File: src/rtl/agc_pwm_pkg.sv
// Shared constants and types for the AGC PWM pair.
package agc_pwm_pkg;
    localparam int SYM_CNT_W = 10;
    localparam int NUM_CH    = 2;
    localparam int CH_TUN    = 0;
    localparam int CH_IF     = 1;

    typedef enum logic {
        IF_SRC_LOOP = 1'b0,
        IF_SRC_HOST = 1'b1
    } if_src_e;
endpackage

File: src/rtl/agc_sym_counter.sv
// Symbol refresh counter.
// Counts symbol strobes modulo 2^CNT_W and flags the strobe that wraps
// the count. Assumes sym_stb is a one-cycle pulse per symbol.
module agc_sym_counter #(
    parameter int CNT_W = 10
) (
    input  logic clk,
    input  logic rst_n,
    input  logic sym_stb,
    output logic wrap
);
    logic [CNT_W-1:0] cnt_q;

    // Advance the symbol count on every strobe.
    always_ff @(posedge clk) begin
        if (!rst_n)       cnt_q <= '0;
        else if (sym_stb) cnt_q <= cnt_q + 1'b1;
    end

    assign wrap = sym_stb && (cnt_q == {CNT_W{1'b1}});
endmodule

File: src/rtl/agc_period_timer.sv
// PWM slot timer shared by both channels.
// Slot index runs 0 .. 2^SLOT_W-2 and advances once every TICK_DIV clocks.
// period_end marks the clock edge on which the last slot finishes.
// Assumes TICK_DIV >= 1 and (2^SLOT_W-1)*TICK_DIV >= 16.
module agc_period_timer #(
    parameter int SLOT_W   = 8,
    parameter int TICK_DIV = 1
) (
    input  logic              clk,
    input  logic              rst_n,
    output logic [SLOT_W-1:0] slot,
    output logic              period_end
);
    localparam logic [SLOT_W-1:0] SLOT_LAST = {{(SLOT_W-1){1'b1}}, 1'b0};

    logic tick;

    generate
        if (TICK_DIV == 1) begin : g_nodiv
            assign tick = 1'b1;
        end else begin : g_div
            localparam int DIV_W = $clog2(TICK_DIV);
            localparam logic [DIV_W-1:0] DIV_LAST = DIV_W'(TICK_DIV - 1);
            logic [DIV_W-1:0] pre_q;

            // Prescaler: one tick per TICK_DIV clocks.
            always_ff @(posedge clk) begin
                if (!rst_n)                pre_q <= '0;
                else if (pre_q == DIV_LAST) pre_q <= '0;
                else                        pre_q <= pre_q + 1'b1;
            end

            assign tick = (pre_q == DIV_LAST);
        end
    endgenerate

    logic [SLOT_W-1:0] slot_q;

    // Slot index, wrapping after the last slot of a period.
    always_ff @(posedge clk) begin
        if (!rst_n)                   slot_q <= '0;
        else if (tick && slot_q == SLOT_LAST) slot_q <= '0;
        else if (tick)                slot_q <= slot_q + 1'b1;
    end

    assign slot       = slot_q;
    assign period_end = tick && (slot_q == SLOT_LAST);
endmodule

File: src/rtl/agc_pwm_channel.sv
// One PWM channel with a shadow and an active duty register.
// The shadow takes the level on load; the active duty takes the shadow
// on period_end, so the duty only changes between periods. The output is
// high while the slot index is below the active duty.
module agc_pwm_channel #(
    parameter int DUTY_W = 8
) (
    input  logic              clk,
    input  logic              rst_n,
    input  logic              load,
    input  logic              period_end,
    input  logic [DUTY_W-1:0] level,
    input  logic [DUTY_W-1:0] slot,
    output logic [DUTY_W-1:0] shadow,
    output logic [DUTY_W-1:0] active,
    output logic              pwm
);
    logic [DUTY_W-1:0] shadow_q;
    logic [DUTY_W-1:0] active_q;

    // Capture the level on a symbol-count wrap.
    always_ff @(posedge clk) begin
        if (!rst_n)    shadow_q <= '0;
        else if (load) shadow_q <= level;
    end

    // Promote the shadow to the active duty at the end of a period.
    always_ff @(posedge clk) begin
        if (!rst_n)          active_q <= '0;
        else if (period_end) active_q <= shadow_q;
    end

    assign shadow = shadow_q;
    assign active = active_q;
    assign pwm    = (active_q > slot);
endmodule

File: src/rtl/agc_pwm_pair.sv
// AGC PWM pair: tuner and IF gain outputs.
// The tuner always follows its loop level; the IF channel follows its loop
// level or the host level per if_src_sel. Levels and select are sampled
// only when the symbol counter wraps. Assumes synchronous active-low reset.
module agc_pwm_pair
    import agc_pwm_pkg::*;
#(
    parameter int DUTY_W   = 8,
    parameter int TICK_DIV = 1
) (
    input  logic              clk,
    input  logic              rst_n,
    input  logic              sym_stb,
    input  logic [DUTY_W-1:0] tun_loop_lvl,
    input  logic [DUTY_W-1:0] if_loop_lvl,
    input  logic [DUTY_W-1:0] if_host_lvl,
    input  logic              if_src_sel,
    output logic              pwm_tun,
    output logic              pwm_if
);
    logic              sym_wrap;
    logic              period_end;
    logic [DUTY_W-1:0] slot;
    logic [DUTY_W-1:0] src_lvl    [NUM_CH];
    logic [DUTY_W-1:0] shadow_lvl [NUM_CH];
    logic [DUTY_W-1:0] active_lvl [NUM_CH];
    logic [NUM_CH-1:0] pwm_bus;
    if_src_e           if_src;

    agc_sym_counter #(.CNT_W(SYM_CNT_W)) u_sym (
        .clk     (clk),
        .rst_n   (rst_n),
        .sym_stb (sym_stb),
        .wrap    (sym_wrap)
    );

    agc_period_timer #(.SLOT_W(DUTY_W), .TICK_DIV(TICK_DIV)) u_timer (
        .clk        (clk),
        .rst_n      (rst_n),
        .slot       (slot),
        .period_end (period_end)
    );

    assign if_src = if_src_e'(if_src_sel);

    // Pick each channel's level source.
    always_comb begin
        src_lvl[CH_TUN] = tun_loop_lvl;
        src_lvl[CH_IF]  = (if_src == IF_SRC_HOST) ? if_host_lvl : if_loop_lvl;
    end

    generate
        for (genvar c = 0; c < NUM_CH; c++) begin : g_ch
            agc_pwm_channel #(.DUTY_W(DUTY_W)) u_ch (
                .clk        (clk),
                .rst_n      (rst_n),
                .load       (sym_wrap),
                .period_end (period_end),
                .level      (src_lvl[c]),
                .slot       (slot),
                .shadow     (shadow_lvl[c]),
                .active     (active_lvl[c]),
                .pwm        (pwm_bus[c])
            );
        end
    endgenerate

    assign pwm_tun = pwm_bus[CH_TUN];
    assign pwm_if  = pwm_bus[CH_IF];
endmodule

File: config.mk
export PLATFORM = sky130hd
export DESIGN_NAME = agc_pwm_pair
export DESIGN_NICKNAME = d
export VERILOG_FILES = /design/src/rtl/agc_pwm_pkg.sv /design/src/rtl/agc_sym_counter.sv /design/src/rtl/agc_period_timer.sv /design/src/rtl/agc_pwm_channel.sv /design/src/rtl/agc_pwm_pair.sv
export SDC_FILE = /design/constraint.sdc
export NUM_CORES = 1
export LEC_CHECK = 0
export BUFFER_PORTS_ARGS = -buffer_cell sky130_fd_sc_hd__buf_2
export CORE_MARGIN = 10
export CORE_UTILIZATION = 52
export DETAILED_ROUTE_END_ITERATION = 7
export GPL_TIMING_DRIVEN = 0
export HOLD_SLACK_MARGIN = 0.1
export PLACE_DENSITY = 0.81
export SYNTH_ARGS = -nofsm -noshare
export SYNTH_HDL_FRONTEND = slang
export SYNTH_SLANG_ARGS = --single-unit
File: constraint.sdc
create_clock -name clk -period 1.4 [get_ports clk]
set_input_delay 0.28 -clock clk [delete_from_list [all_inputs] [get_ports clk]]
set_output_delay 0.28 -clock clk [all_outputs]
set_load 0.1 [all_outputs]
==> flow_summary.toml <==
[sta]
drv_slew = 0
fin_crit_sh = 1.45
fin_crit_ns = 2.04
fin_skew_ns = 0.0101
finalSetupViolCount = 3
rsz0062_at_grt = "yes"
fin_tns_setup_ns = -1.22
fmax_ghz = 0.491
worst_pin_slew_ns = 0.503
final_hold_viol_count = 0
max-slew-margin-rel = 0.664
setup_ws_ns = -0.637

[synthesis]
ys_ff_latch = 50
synth-seq-area-share = 0.411
synthesis.area_per_instance_um2 = 9.12
synthesis.nets = 314
yosysWarnings = 0
synth_edf_count = 0
netlist_instances = 267
ys_types = 36
syn_area_um2 = 2430
synth_top_flop_cell = "dfxtp_1"
async_reset_ff_frac = 0

[setup_path]
cp_slowest_stage_delay_ns = 0.37
worstPathRequired_ns = 1.12
crit_fanout = 3
crit_type = "reg -> out"
timing.rr.start = "u_timer.slot[4]$_SDFF_PP0_"
arrival_ns = 1.76
worstPathCellList = "inv_4 -> ha_4 -> and4_1 -> a21boi_2 -> o31a_4 -> buf_12"
cp_slowest_cell = "dfxtp_2"
start_kind = "register"
startpoint = "u_timer.slot[4]$_SDFF_PP0_"
cp-end-kind = "output pin"

[run_status]
violations = "negative setup slack"
status = "complete, but fails checks"

[floorplanning]
die_area_um2 = 7820
core-area_um2 = 4440
dieWidth_um = 88.4
std_cell_rows = 24
pin_count = 30
die_h_um = 88.4
initial_utilization = 0.548

[global_route]
grt_usage = 0.172
grt_pass1_vias = 2191
grt_max_degree = 17
antenna_found_initial = 0
grt_pass1_wl_um = 10500
gr-total-overflow = 0

[placement]
dp.cells = 345
dp_hpwl_um = 4060
gp_congestion = 0.782
port_buffers = 26

[hold_path]
hp-start = "tun_loop_lvl[2]"
min_path_type = "in -> reg"

[routing]
viasPerCell = 5.90
drt-wirelength-per-cell_um = 18.4
drc = 0
firstDrtPassIters = 5
routed_wl_um = 6910
postRouteAntennaNets = 0
vias = 2214
drt_iter0_markers = 124

[cells_and_area]
final_nets = 369
finalNonFillerCells = 375
multi_input_area_um2 = 1580
area_growth_pct = 39.6
layout_commonest_cell = "dfxtp_1"
final_cell_mix = "dfxtp_1 (31), buf_2 (26), nand3_1 (23), nand2_1 (22), buf_4 (15)"
n_antenna_cell = 0
regArea_um2 = 1040
drive_gt1_frac = 0.467
nFillCells = 274

[power_and_ir_drop]
ir_drop_uv = 707
p_leak_nw = 1.31
power_mw = 2.98
powerDensity_nw_per_um2 = 876

[clock_network]
cts-root-buf = "clkbuf_8"
cts_buffers = 5
cts_tree = "built"
cts.sinks = 50
h-tree-depth = 2
clockBufferDepth = 2
clk_latency_ns = 0.31
clkSlewWorstSetupHoldPaths_ns = 0.10

[job]
max_cap_violations = 0
## state kept, by name, summed over array words and instances, names as in the netlist
| signal | cells |
|---|---|
| g_ch.u_ch.active | 16 |
| g_ch.u_ch.shadow | 16 |
| u_timer.slot | 8 |
| u_sym.cnt_q | 10 |
## critical path: cells and delay by family, from the launching register on
family,cells,cell delay [ns]
adder cells (fa/ha/maj),1,0.20
AO/OA/AOI/OAI,2,0.45
flip-flops,1,0.37
AND/OR/NAND/NOR,1,0.20
buffers and inverters,2,0.22
## worst paths after layout
| path | cells past startpoint | slack (ns) | to |
|---|---|---|---|
| worst max-delay path | 6 | -0.64 | pwm_tun |
| worst min-delay path | 3 | 0.19 | g_ch[0].u_ch.shadow[2]$_SDFFE_PN0P_ |
| worst max register to register | 6 | -0.01 | g_ch[1].u_ch.active[0]$_SDFFE_PN0P_ |
| worst min register to register | 2 | 0.48 | g_ch[0].u_ch.shadow[3]$_SDFFE_PN0P_ |
## cells in the mapped netlist, drive strengths merged (2+ instances only)
cell | instances | share of area
dfxtp | 50 | 0.41
nand3 | 38 | 0.082
o21ai | 38 | 0.098
nand2 | 23 | 0.035
ha | 19 | 0.098
inv | 13 | 0.020
buf | 11 | 0.031
and2 | 8 | 0.021
mux2 | 8 | 0.037
xnor2 | 8 | 0.029
nand4 | 7 | 0.021
nor2 | 7 | 0.011
a21oi | 6 | 0.012
clkbuf | 4 | 0.0062
a21boi | 3 | 0.0092
nor3 | 3 | 0.0062
xor2 | 3 | 0.011
a21o | 2 | 0.0062
and3 | 2 | 0.0051
and4 | 2 | 0.0072
nor2b | 2 | 0.0051
or3 | 2 | 0.0051
## per-stage QoR
step / area [µm²] / utilization / setup slack (ns) / hold WS [ns]
finish: 3400 / 0.765 / -0.637 / 0.193
global route: 3400 / 0.765 / -0.682 / 0.196
CTS: 3150 / 0.709 / -0.641 / 0.189
detailed placement: 2740 / 0.617 / -0.527 / 0.456
global placement: 2740 / 0.617 / -0.510 / 0.450
floorplan: 2550 / - / -0.296 / 0.410
## cell families after synthesis
| logic type | count (synthesis) | synth area share |
|---|---|---|
| AO/OA/AOI/OAI | 55 | 0.146 |
| XOR/XNOR | 11 | 0.0396 |
| adder cells (fa/ha/maj) | 19 | 0.0976 |
| buffers and inverters | 28 | 0.0576 |
| flip-flops | 50 | 0.411 |
| multiplexers | 9 | 0.0411 |
| AND/OR/NAND/NOR | 95 | 0.207 |
## repair_timing
| action | CTS | global route |
|---|---|---|
| setup buffers | 9 | 9 |
| gates resized for setup | 49 | 51 |
| endpoints found under the setup margin | 40 | 42 |
| gates cloned | 2 | 2 |
| pin swaps | 11 | 4 |
| hold buffers | 0 | 0 |
## routing by layer
metal	vias to the layer above	global-route usage	wire length, µm
li1	1049	-	-
met2	78	0.290	3560
met3	15	0.0487	395
met5	-	0	0
met1	1072	0.196	2800
met4	0	0.0808	151
## power breakdown
group	switching (mW)	leakage, nW	internal, mW
clock network	0.500	0.0665	0.644
registers	0.0181	0.415	1.43
logic	0.216	0.828	0.175
## cell type report
type,instances,share of cell area
flip-flops and latches,50,0.307
multi-input cells,189,0.466
clock buffers,6,0.0276
well taps,52,0.0191
clock inverters,2,0.0114
inverters,13,0.0180
repair buffers,48,0.113
plain buffers,15,0.0375
Power figures use the tool's default switching activity.
